===== src/rtl/keyed_watchdog.sv =====
module keyed_watchdog #(
  parameter int CNT_W      = 12,
  parameter int PRE_W      = 3,
  parameter int MAX_SHIFT  = 6,
  parameter int SYNC_TICKS = 2,
  parameter logic [15:0] KEY_OPEN  = 16'h5555,
  parameter logic [15:0] KEY_START = 16'hCCCC,
  parameter logic [15:0] KEY_FEED  = 16'hAAAA
) (
  input  logic        clk,
  input  logic        rst_n,
  input  logic        bus_valid,
  input  logic        bus_write,
  input  logic [3:0]  bus_addr,
  input  logic [31:0] bus_wdata,
  output logic [31:0] bus_rdata,
  input  logic        tick,
  output logic        rst_req
);
  localparam int DIV_W = MAX_SHIFT + 2;
  localparam int PC_W  = $clog2(SYNC_TICKS + 1);

  logic             unlocked, running;
  logic [PRE_W-1:0] pre_reg, pre_act;
  logic [CNT_W-1:0] rld_reg, rld_act, cnt;
  logic             pre_pend, rld_pend;
  logic [PC_W-1:0]  pre_pc, rld_pc;
  logic [DIV_W-1:0] div, div_lim;
  int               shift;

  wire        acc    = bus_valid & bus_write;
  wire [15:0] key    = bus_wdata[15:0];
  wire        key_wr = acc && bus_addr[3:2] == 2'd0;
  wire        pre_wr = acc && bus_addr[3:2] == 2'd1 && unlocked;
  wire        rld_wr = acc && bus_addr[3:2] == 2'd2 && unlocked;

  assign shift   = (int'(pre_act) > MAX_SHIFT) ? MAX_SHIFT : int'(pre_act);
  assign div_lim = ~({DIV_W{1'b1}} << (shift + 2));

  always_comb begin
    case (bus_addr[3:2])
      2'd1:    bus_rdata = 32'(pre_reg);
      2'd2:    bus_rdata = 32'(rld_reg);
      2'd3:    bus_rdata = {30'd0, rld_pend, pre_pend};
      default: bus_rdata = 32'd0;
    endcase
  end

  always_ff @(posedge clk) begin
    if (!rst_n)      unlocked <= 1'b0;
    else if (key_wr) unlocked <= (key == KEY_OPEN);
  end

  always_ff @(posedge clk) begin
    if (!rst_n) begin
      pre_reg <= '0; pre_act <= '0; pre_pend <= 1'b0; pre_pc <= '0;
    end else if (pre_wr) begin
      pre_reg <= bus_wdata[PRE_W-1:0]; pre_pend <= 1'b1; pre_pc <= '0;
    end else if (tick && pre_pend) begin
      if (pre_pc == PC_W'(SYNC_TICKS - 1)) begin
        pre_pend <= 1'b0; pre_act <= pre_reg;
      end else pre_pc <= pre_pc + 1'b1;
    end
  end

  always_ff @(posedge clk) begin
    if (!rst_n) begin
      rld_reg <= '1; rld_act <= '1; rld_pend <= 1'b0; rld_pc <= '0;
    end else if (rld_wr) begin
      rld_reg <= bus_wdata[CNT_W-1:0]; rld_pend <= 1'b1; rld_pc <= '0;
    end else if (tick && rld_pend) begin
      if (rld_pc == PC_W'(SYNC_TICKS - 1)) begin
        rld_pend <= 1'b0; rld_act <= rld_reg;
      end else rld_pc <= rld_pc + 1'b1;
    end
  end

  always_ff @(posedge clk) begin
    if (!rst_n) begin
      running <= 1'b0; cnt <= '1; div <= '0; rst_req <= 1'b0;
    end else begin
      rst_req <= 1'b0;
      if (key_wr && key == KEY_START && !running) begin
        running <= 1'b1; cnt <= rld_act; div <= '0;
      end else if (key_wr && key == KEY_FEED) begin
        cnt <= rld_act; div <= '0;
      end else if (running && tick) begin
        if (div >= div_lim) begin
          div <= '0;
          if (cnt == '0) begin
            rst_req <= 1'b1; cnt <= rld_act;
          end else cnt <= cnt - 1'b1;
        end else div <= div + 1'b1;
      end
    end
  end
endmodule


===== config.mk =====
export PLATFORM = sky130hd
export DESIGN_NAME = keyed_watchdog
export DESIGN_NICKNAME = d
export VERILOG_FILES = /design/src/rtl/keyed_watchdog.sv
export SDC_FILE = /design/constraint.sdc
export NUM_CORES = 1
export LEC_CHECK = 0
export BUFFER_PORTS_ARGS = -buffer_cell sky130_fd_sc_hd__buf_4
export CORE_UTILIZATION = 58
export CTS_CLUSTER_SIZE = 20
export DETAILED_ROUTE_END_ITERATION = 16
export PLACE_DENSITY_LB_ADDON = 0.15
export SETUP_SLACK_MARGIN = 0.15
export SLEW_MARGIN = 20
export SYNTH_ARGS = -nofsm -noshare
export SYNTH_HDL_FRONTEND = slang
export SYNTH_SLANG_ARGS = --single-unit

===== constraint.sdc =====
create_clock -name clk -period 4.11 [get_ports clk]
set_input_delay 0.6165 -clock clk [delete_from_list [all_inputs] [get_ports clk]]
set_output_delay 0.6165 -clock clk [all_outputs]
set_load 0.01 [all_outputs]

==> run summary, run 1 <==
The run finished with clean final reports. The launch instance of the worst register-to-register path is pre_act[1]. The die is 77.3 um wide.

The initial core utilization came out at 60.1%. The number of buffers inserted during clock tree synthesis came out at 9. The number of antenna diodes in the final layout is 0.

The H-tree depth is 3. The data arrival time of the worst path came out at 2.85 ns. The total of warnings raised by yosys came out at 0. Global routing consumed, over all layers together, 25.5% of the routing resources. The clock-pin slew on the worst setup and hold paths came out at 0.06 ns. The number of placement rows came out at 27. The worst hold path belongs to the class flop to flop. The total power density per cell area is 317 nW/um^2.

Setup repair after global routing left no endpoint under its margin. The final weighted congestion in routability-driven placement is 0.903. The detailed-route DRC error count is 0.

The worst setup path is launched from a flop. The wire length of the first global-routing pass came out at 12100 um. The number of nets with antenna violations after detailed routing came out at 0. Counting the fill cells in the layout gives 476. The tightest hold margin is 0.468 ns. Among all flip-flop cells after synthesis, the most frequent one is sky130_fd_sc_hd__dfxtp_1. The number of placed instances, taps included came out at 486.

The cell count after synthesis came out at 392. The die area is 5980 um^2. For this design, the sink count on the clock tree is 59. The most critical setup path has its startpoint at pre_act[1].

The largest incremental delay on the critical path came out at 0.46 ns. The mean instance size in the synthesized netlist came out at 8.39 um^2. Walking the worst path, the cells encountered are inv_1 -> ha_1 -> nor3_1 -> ha_1 -> o211ai_1 -> a21oi_1 -> o21ai_1 -> nand2_1 -> o22ai_1 -> o21ai_1. The static power due to leakage came out at 1.57 nW. The area fraction of the dominant cell type after synthesis is 35.9%. The average vias per placed instance came out at 5.68.

The count of vias placed by the detailed router came out at 2848. sky130_fd_sc_hd__nand2_1 is the most common cell in the netlist. The number of library cell types mapped by synthesis came out at 56. The final HPWL from detailed placement is 5140 um. Total power for the finished layout comes to 1.18 mW. The floorplan step defined a core boundary enclosing 5470 um^2. The clock tree skew after final layout came out at 0.00852 ns.

The detailed-route wire length came out at 7070 um. Entering global routing, the biggest net connects 37 pins. The wire length per cell is 14.1 um. In the post-route analysis, the smallest setup slack over all paths is 1.47 ns. The number of non-filler instances in the completed layout came out at 501. The setup-violating endpoint count in the final report is 0. The total standard cell area after synthesis is 3290 um^2. The biggest area contributor in the post-synthesis netlist is sky130_fd_sc_hd__dfxtp_1. The number of buffers on the longest clock path is 2. The number of I/O pins is 74. The transition time at the pin with the least slew margin came out at 0.725 ns.

The number of antenna violations at the first check in global routing came out at 0. The vertical die dimension is 77.3 um. The number of hold violations in the final report came out at 0.

The synthesized netlist devotes 2.40% of its cell area to XOR and XNOR gates. By startpoint and endpoint, the worst setup path is classified as flop to flop. The number of enable-type register cells in the synthesized netlist is 0.

The slowest stage of the critical path belongs to the cell sky130_fd_sc_hd__o21ai_1. Ranked by instance count, the synthesized netlist is headed by sky130_fd_sc_hd__nand2_1, sky130_fd_sc_hd__dfxtp_1, sky130_fd_sc_hd__nor2_1. The ratio of cells with drive above 1 in the final layout came out at 16.3%.

TritonCTS built the clock tree. The adder-cell share of the synthesized area is 5.32%. The complex-gate fraction of the synthesized area came out at 13.2%. The total number of nets in the final design is 480.

The count of routing violations after the opening detailed-route iteration came out at 160. The portion of the post-synthesis area used by sequential elements came out at 35.9%. The post-cts gate resize count is 0.

The tree is rooted in a sky130_fd_sc_hd__clkbuf_8. Data on the critical path is required at its endpoint by 4.31 ns. In this run the most critical hold path is launched from rld_act[5]. The number of global-route vias before repair was 2619. The number of setup buffers added after CTS came out at 0. The number of max-cap violations came out at 0. Sorting the synthesized cells by area gives the leading types as sky130_fd_sc_hd__dfxtp_1, sky130_fd_sc_hd__nand2_1, sky130_fd_sc_hd__ha_1, sky130_fd_sc_hd__nand3_1, sky130_fd_sc_hd__buf_4. The share of the clock period used by the worst path came out at 64.4%.

Static timing analysis puts the maximum clock frequency at 0.378 GHz. The worst vdd rail ir drop is 0.000267 V. In the synthesized netlist, mux cells make up 3.73% of the area. The sum of overflow across all layers after global routing came out at 0. The total of hold buffers inserted after clock tree synthesis is 0. The basic-gate share of the synthesized area counting and, or, nand and nor cells came out at 31.9%. The synthesis-to-finish area growth came out at 12.7%. The synthesized flop and latch total came out at 59. The latest clock arrival within the worst-skew pair came out at 0.34 ns.

The number of max-slew violations in the final report came out at 0. Prior to clock tree synthesis, the placed netlist has a worst setup slack of 1.48 ns. The setup TNS after final layout came out at 0 ns. The proportion of synthesized flip-flops having asynchronous set or reset is 0%. The remaining max-slew budget at the tightest pin is 51.4%. The final critical path time including I/O delays and setup came out at 2.65 ns. The worst setup path is captured at a flop.

Port buffering added 35 buffers. The first-pass iteration count of the detailed router is 4. The critical-path maximum fanout is 7. After synthesis, the largest family of logic cells by area is simple AND/OR/NAND/NOR gates.
[critical path: cells and delay by family, from the launching register on]
kind | cells | cell delay, ns
buffers and inverters | 1 | 0.06
adder cells (fa/ha/maj) | 2 | 0.59
AND/OR/NAND/NOR | 2 | 0.53
flip-flops | 1 | 0.39
AO/OA/AOI/OAI | 5 | 0.95
[report_power, final]
group | internal (mW) | total (mW) | switching, mW
sequential | 0.572 | 0.572 | 0.000000138
combinational | 0.0330 | 0.0743 | 0.0413
clock | 0.309 | 0.530 | 0.221
[cells in the final DEF, fill, tap and decap left out, types with 8 or more instances in the layout]
cell type,instances
sky130_fd_sc_hd__nand2_1,65
sky130_fd_sc_hd__inv_1,10
sky130_fd_sc_hd__mux2i_1,10
sky130_fd_sc_hd__and2_1,10
sky130_fd_sc_hd__ha_1,14
sky130_fd_sc_hd__dfxtp_1,59
sky130_fd_sc_hd__buf_4,36
sky130_fd_sc_hd__conb_1,20
sky130_fd_sc_hd__clkbuf_8,11
sky130_fd_sc_hd__nor2_1,36
sky130_fd_sc_hd__nand3_1,34
sky130_fd_sc_hd__nor3_1,8
sky130_fd_sc_hd__a21oi_1,13
[worst paths after layout]
path / endpoint / slack [ns] / cells past startpoint
min reg2reg: rld_act[5] / 0.47 / 2
min: rld_act[5] / 0.47 / 2
max: cnt[0] / 1.47 / 10
max reg2reg: cnt[0] / 1.47 / 10
[logic make-up after synthesis]
logic type / after synthesis
compound gates: 61
mux: 12
flops: 59
fa+ha+maj: 14
buf+inv: 43
simple gates: 193
other cells: 1
xor+xnor: 9
[metal layers]
layer / share of wire [%] / wire length [um] / track usage (%) / vias to the layer above
met5: 0 / 0 / 0 / -
met4: 1.7 / 119 / 10.8 / 0
met3: 3.9 / 277 / 5.12 / 13
met2: 47 / 3300 / 41.7 / 87
met1: 48 / 3370 / 32.5 / 1330
li1: - / - / - / 1418
[final cells by class]
cell class                 instances  area, um^2  share of cell area, %
multi-input combinational        309        1940                   52.2
sequential                        59        1180                   31.8
timing repair buffer              36         270                   7.29
clock buffer                      13         159                   4.28
tap                               72        90.1                   2.43
inverter                          10        37.5                   1.01
clock inverter                     2        35.0                  0.945
[through the flow]
stage	instance area, um^2	utilization, %
finish	3710	67.8
global route	3710	67.8
CTS	3710	67.8
detailed placement	3510	64.2
global placement	3510	64.2
floorplan	3360	-
(Power assumes the default switching activity.)
==> run 2, diff against run 1 <==
Settings changed: ABC_AREA set to 1, CORE_UTILIZATION 58 to 55.
Clock period 4.11 ns to 2.7 ns, I/O delays scaled along.
==> run 2 against run 1 <==
Non-clock buffer count rose by 2; critical endpoint is now cnt[1]; largest power group unchanged; largest cell class unchanged; sequential power rose by 53%; synthesized area rose by 11%; design area rose by 8.2%.
==> run summary, run 2 <==
The run finished with clean final reports. The final setup slack of the worst path came out at 0.405 ns. The number of I/O pins is 74. The number of hold violations in the final report is 0.

The number of placed instances, taps included is 637. The number of enable-type register cells in the synthesized netlist is 0. The average vias per placed instance is 4.92. The met2 global-route usage is 35.5%. The detailed-route wire length came out at 7040 um. The number of global-route vias before repair came out at 2945. Counting every instance in the synthesized netlist gives 541. The number of nets with antenna violations after detailed routing came out at 0.

Leaving out fill and tap cells, the most frequent cell in the layout is sky130_fd_sc_hd__nand2_1. The core footprint came out at 6390 um^2. The routing layer with the top usage in global route is met2. The number of hold buffers added after CTS was 0. Yosys attributes the largest share of cell area to sky130_fd_sc_hd__dfxtp_1, sky130_fd_sc_hd__nand2_1, sky130_fd_sc_hd__inv_1, sky130_fd_sc_hd__nor2_1, sky130_fd_sc_hd__nand3_1.

Across all layers, the routed design uses 3191 vias. In this run the tightest slew margin relative to its limit is 66.1%. Timing would allow up to 0.436 GHz. The TritonCTS clock tree is yes.

The largest incremental delay on the critical path is 0.37 ns. The number of max-slew violations in the final report is 0. The pin count of the biggest net entering global routing is 52. The first global-routing pass estimated 12600 um of wire. The total number of nets in the final design is 626. The final critical path time including I/O delays and setup is 2.29 ns.

The critical path runs through a total of 16 cells. From left edge to right edge, the die measures 83.4 um. The share of the clock period used by the worst path came out at 85.0%. Timing analysis after detailed placement gives a worst setup slack of 0.243 ns.

The most area-hungry cell type in the Yosys netlist is sky130_fd_sc_hd__dfxtp_1. Setup repair after global routing left no endpoint under its margin. The synthesized flop and latch total came out at 59. The cell family with the largest share of critical-path delay is simple AND/OR/NAND/NOR gates. Yosys instantiated no cell more often than sky130_fd_sc_hd__nand2_1. The root cell of the clock tree is sky130_fd_sc_hd__clkbuf_8.

The mean instance size in the synthesized netlist came out at 6.74 um^2. The number of I/O port buffers came out at 35. STA classifies the critical path endpoint as a flop. Dividing total power by cell area gives a power density of 411 nW/um^2. The total standard cell area after synthesis came out at 3650 um^2. The worst setup slack for register-to-register paths is 0.41 ns. In this run the critical register-to-register path is launched from pre_act[1]. The latest clock arrival within the worst-skew pair came out at 0.33 ns.

Counting the buffers created by CTS gives 9. The number of non-filler instances in the completed layout is 649. In this run the critical register-to-register path is captured at cnt[1]. The clock tree skew after final layout is 0.00746 ns. The detailed-route DRC error count is 0. The critical path contains buffers and inverters numbering 4 combined. The setup-violating endpoint count in the final report is 0. The overall track demand over capacity in global routing is 22.5%. For this configuration, the core starts out at a cell density of 57.1%. The worst vdd rail ir drop is 0.000276 V. In this design, the critical path's most frequently occurring cell is sky130_fd_sc_hd__nand2_1. For this design the static power due to leakage is 2.19 nW. The setup TNS after final layout is 0 ns. The Yosys step of the flow raised 0 warnings. After detailed routing, the average wire length per cell comes to 10.8 um. The number of different library cells used by synthesis comes to 33. The number of antenna cells inserted is 0. The H-tree depth came out at 3. The commonest cells after synthesis are sky130_fd_sc_hd__nand2_1, sky130_fd_sc_hd__inv_1, sky130_fd_sc_hd__dfxtp_1. The final HPWL from detailed placement came out at 5260 um. The proportion of synthesized flip-flops having asynchronous set or reset is 0%. The critical path ends at cnt[1]. The met1 track utilization from global routing is 28.9%. The number of placement rows came out at 29.

The critical path goes through inv_1 -> ha_1 -> nor3_2 -> ha_1 -> nand2_1 -> clkinv_1 -> nand2_1 -> nand2_1 -> nand2_1 -> nand2_1 -> nand2_4 -> buf_4 -> nand3_2 -> nand2_1 -> clkinv_1 -> nand2_1. The synthesis-to-finish area growth is 10.0%. Among all flip-flop cells after synthesis, the most frequent one is sky130_fd_sc_hd__dfxtp_1. The first-pass iteration count of the detailed router came out at 4. The total chip power is 1.65 mW. The portion of the post-synthesis area used by sequential elements is 32.4%. In the layout the commonest cells are sky130_fd_sc_hd__nand2_1, sky130_fd_sc_hd__inv_1, sky130_fd_sc_hd__dfxtp_1, sky130_fd_sc_hd__nor2_1, sky130_fd_sc_hd__buf_4. STA classifies the critical path startpoint as a flop. The core utilization of the finished layout came out at 62.8%.

The transition time at the pin with the least slew margin is 0.508 ns. The number of sinks driven by the clock tree is 59. The critical-path maximum fanout came out at 12. The vertical die dimension came out at 83.4 um.

Summed over its instances, the top area cell type makes up 32.4% of the synthesized netlist area. The critical path starts at pre_act[1]. The count of routing violations after the opening detailed-route iteration is 155. The worst hold path belongs to the class primary input to flop.

The number of buffers on the longest clock path is 2. The ratio of cells with drive above 1 in the final layout came out at 13.8%. The category of the most critical setup path is flop to flop.

The final weighted congestion in routability-driven placement is 0.876. The die area came out at 6960 um^2. The worst reg2reg path depth is 16. For this run, global-route usage on met3 was measured as 6.66%. The number of max-cap violations is 0. Data arrives at the worst endpoint at 2.56 ns. The number of antenna violations at the first check in global routing is 0. Global routing finished with a remaining overflow of 0. In this run the most critical hold path is launched from bus_wdata[11].

The count of cells along the worst hold path came out at 3. After clock tree synthesis, the clock-pin slew on the worst setup and hold paths is 0.06 ns. The slowest library cell on the worst path is sky130_fd_sc_hd__dfxtp_1. The required time at the worst-slack endpoint is 2.97 ns.
==> run 2: cell count changes in the layout (fill, tap and decap cells not counted), moves of 5 or more <==
| cell | delta |
|---|---|
| sky130_fd_sc_hd__a211oi_1 | -7 |
| sky130_fd_sc_hd__a31oi_1 | -5 |
| sky130_fd_sc_hd__and2_1 | -10 |
| sky130_fd_sc_hd__clkinv_1 | +9 |
| sky130_fd_sc_hd__inv_1 | +70 |
| sky130_fd_sc_hd__mux2i_1 | -8 |
| sky130_fd_sc_hd__nand2_1 | +70 |
| sky130_fd_sc_hd__nand3_2 | +11 |
| sky130_fd_sc_hd__nand4_1 | +10 |
| sky130_fd_sc_hd__nor2_1 | +16 |
| sky130_fd_sc_hd__nor3_2 | +5 |
| sky130_fd_sc_hd__o211ai_1 | +21 |
==> run 2: through the flow <==
step / hold WS, ns / cell area (um^2)
floorplan: 0.442 / 3720
global placement: 0.460 / 3850
detailed placement: 0.459 / 3850
CTS: 0.300 / 4000
global route: 0.305 / 4010
finish: 0.316 / 4010
==> run 2: area by class of cell <==
class,instances,area [um^2]
Fill cell,608,2370
Multi-Input combinational cell,371,1950
Sequential cell,59,1180
Inverter,92,348
Timing Repair Buffer,38,285
Clock buffer,12,155
Tap cell,77,96.3
==> run 2: layer usage <==
metal | routed length, um | vias to the layer above
li1 | - | 1727
met1 | 3410 | 1377
met2 | 3200 | 81
met3 | 336 | 6
met4 | 92 | 0
met5 | 0 | -
==> run 2: repair_timing <==
| item | 4_1_cts | 5_1_grt |
|---|---|---|
| gates resized for setup | 0 | 2 |
| buffers inserted | 0 | 0 |
| endpoints found under the setup margin | 0 | 18 |
==> run 2: report_power, final <==
| group | internal (mW) | switching, mW | total, mW |
|---|---|---|---|
| Clock | 0.363 | 0.300 | 0.663 |
| Sequential | 0.872 | 0.00105 | 0.873 |
| Combinational | 0.0434 | 0.0691 | 0.112 |
| Total | 1.28 | 0.370 | 1.65 |
==> run 2: tightest hold or removal path, cell delays in order <==
cell	delay [ns]
sky130_fd_sc_hd__buf_4	0.09
sky130_fd_sc_hd__nand2_1	0.04
sky130_fd_sc_hd__o211ai_1	0.06
==> run 2: how the worst min path moves through the flow <==
stage / to / slack, ns
final: rld_reg[11] / 0.32
after global routing: rld_reg[11] / 0.30
after CTS: rld_reg[11] / 0.30
after detailed placement: rld_act[7] / 0.46
after global placement: rld_act[3] / 0.46
after floorplan: running / 0.44
==> run 2: logic make-up after synthesis <==
logic type | share of synthesized area (%)
AND/OR/NAND/NOR | 35.2
flip-flops | 32.4
XOR/XNOR | 1.68
buffers and inverters | 16.5
AO/OA/AOI/OAI | 8.82
other | 0.103
multiplexers | 0.549
adder cells (fa/ha/maj) | 4.80
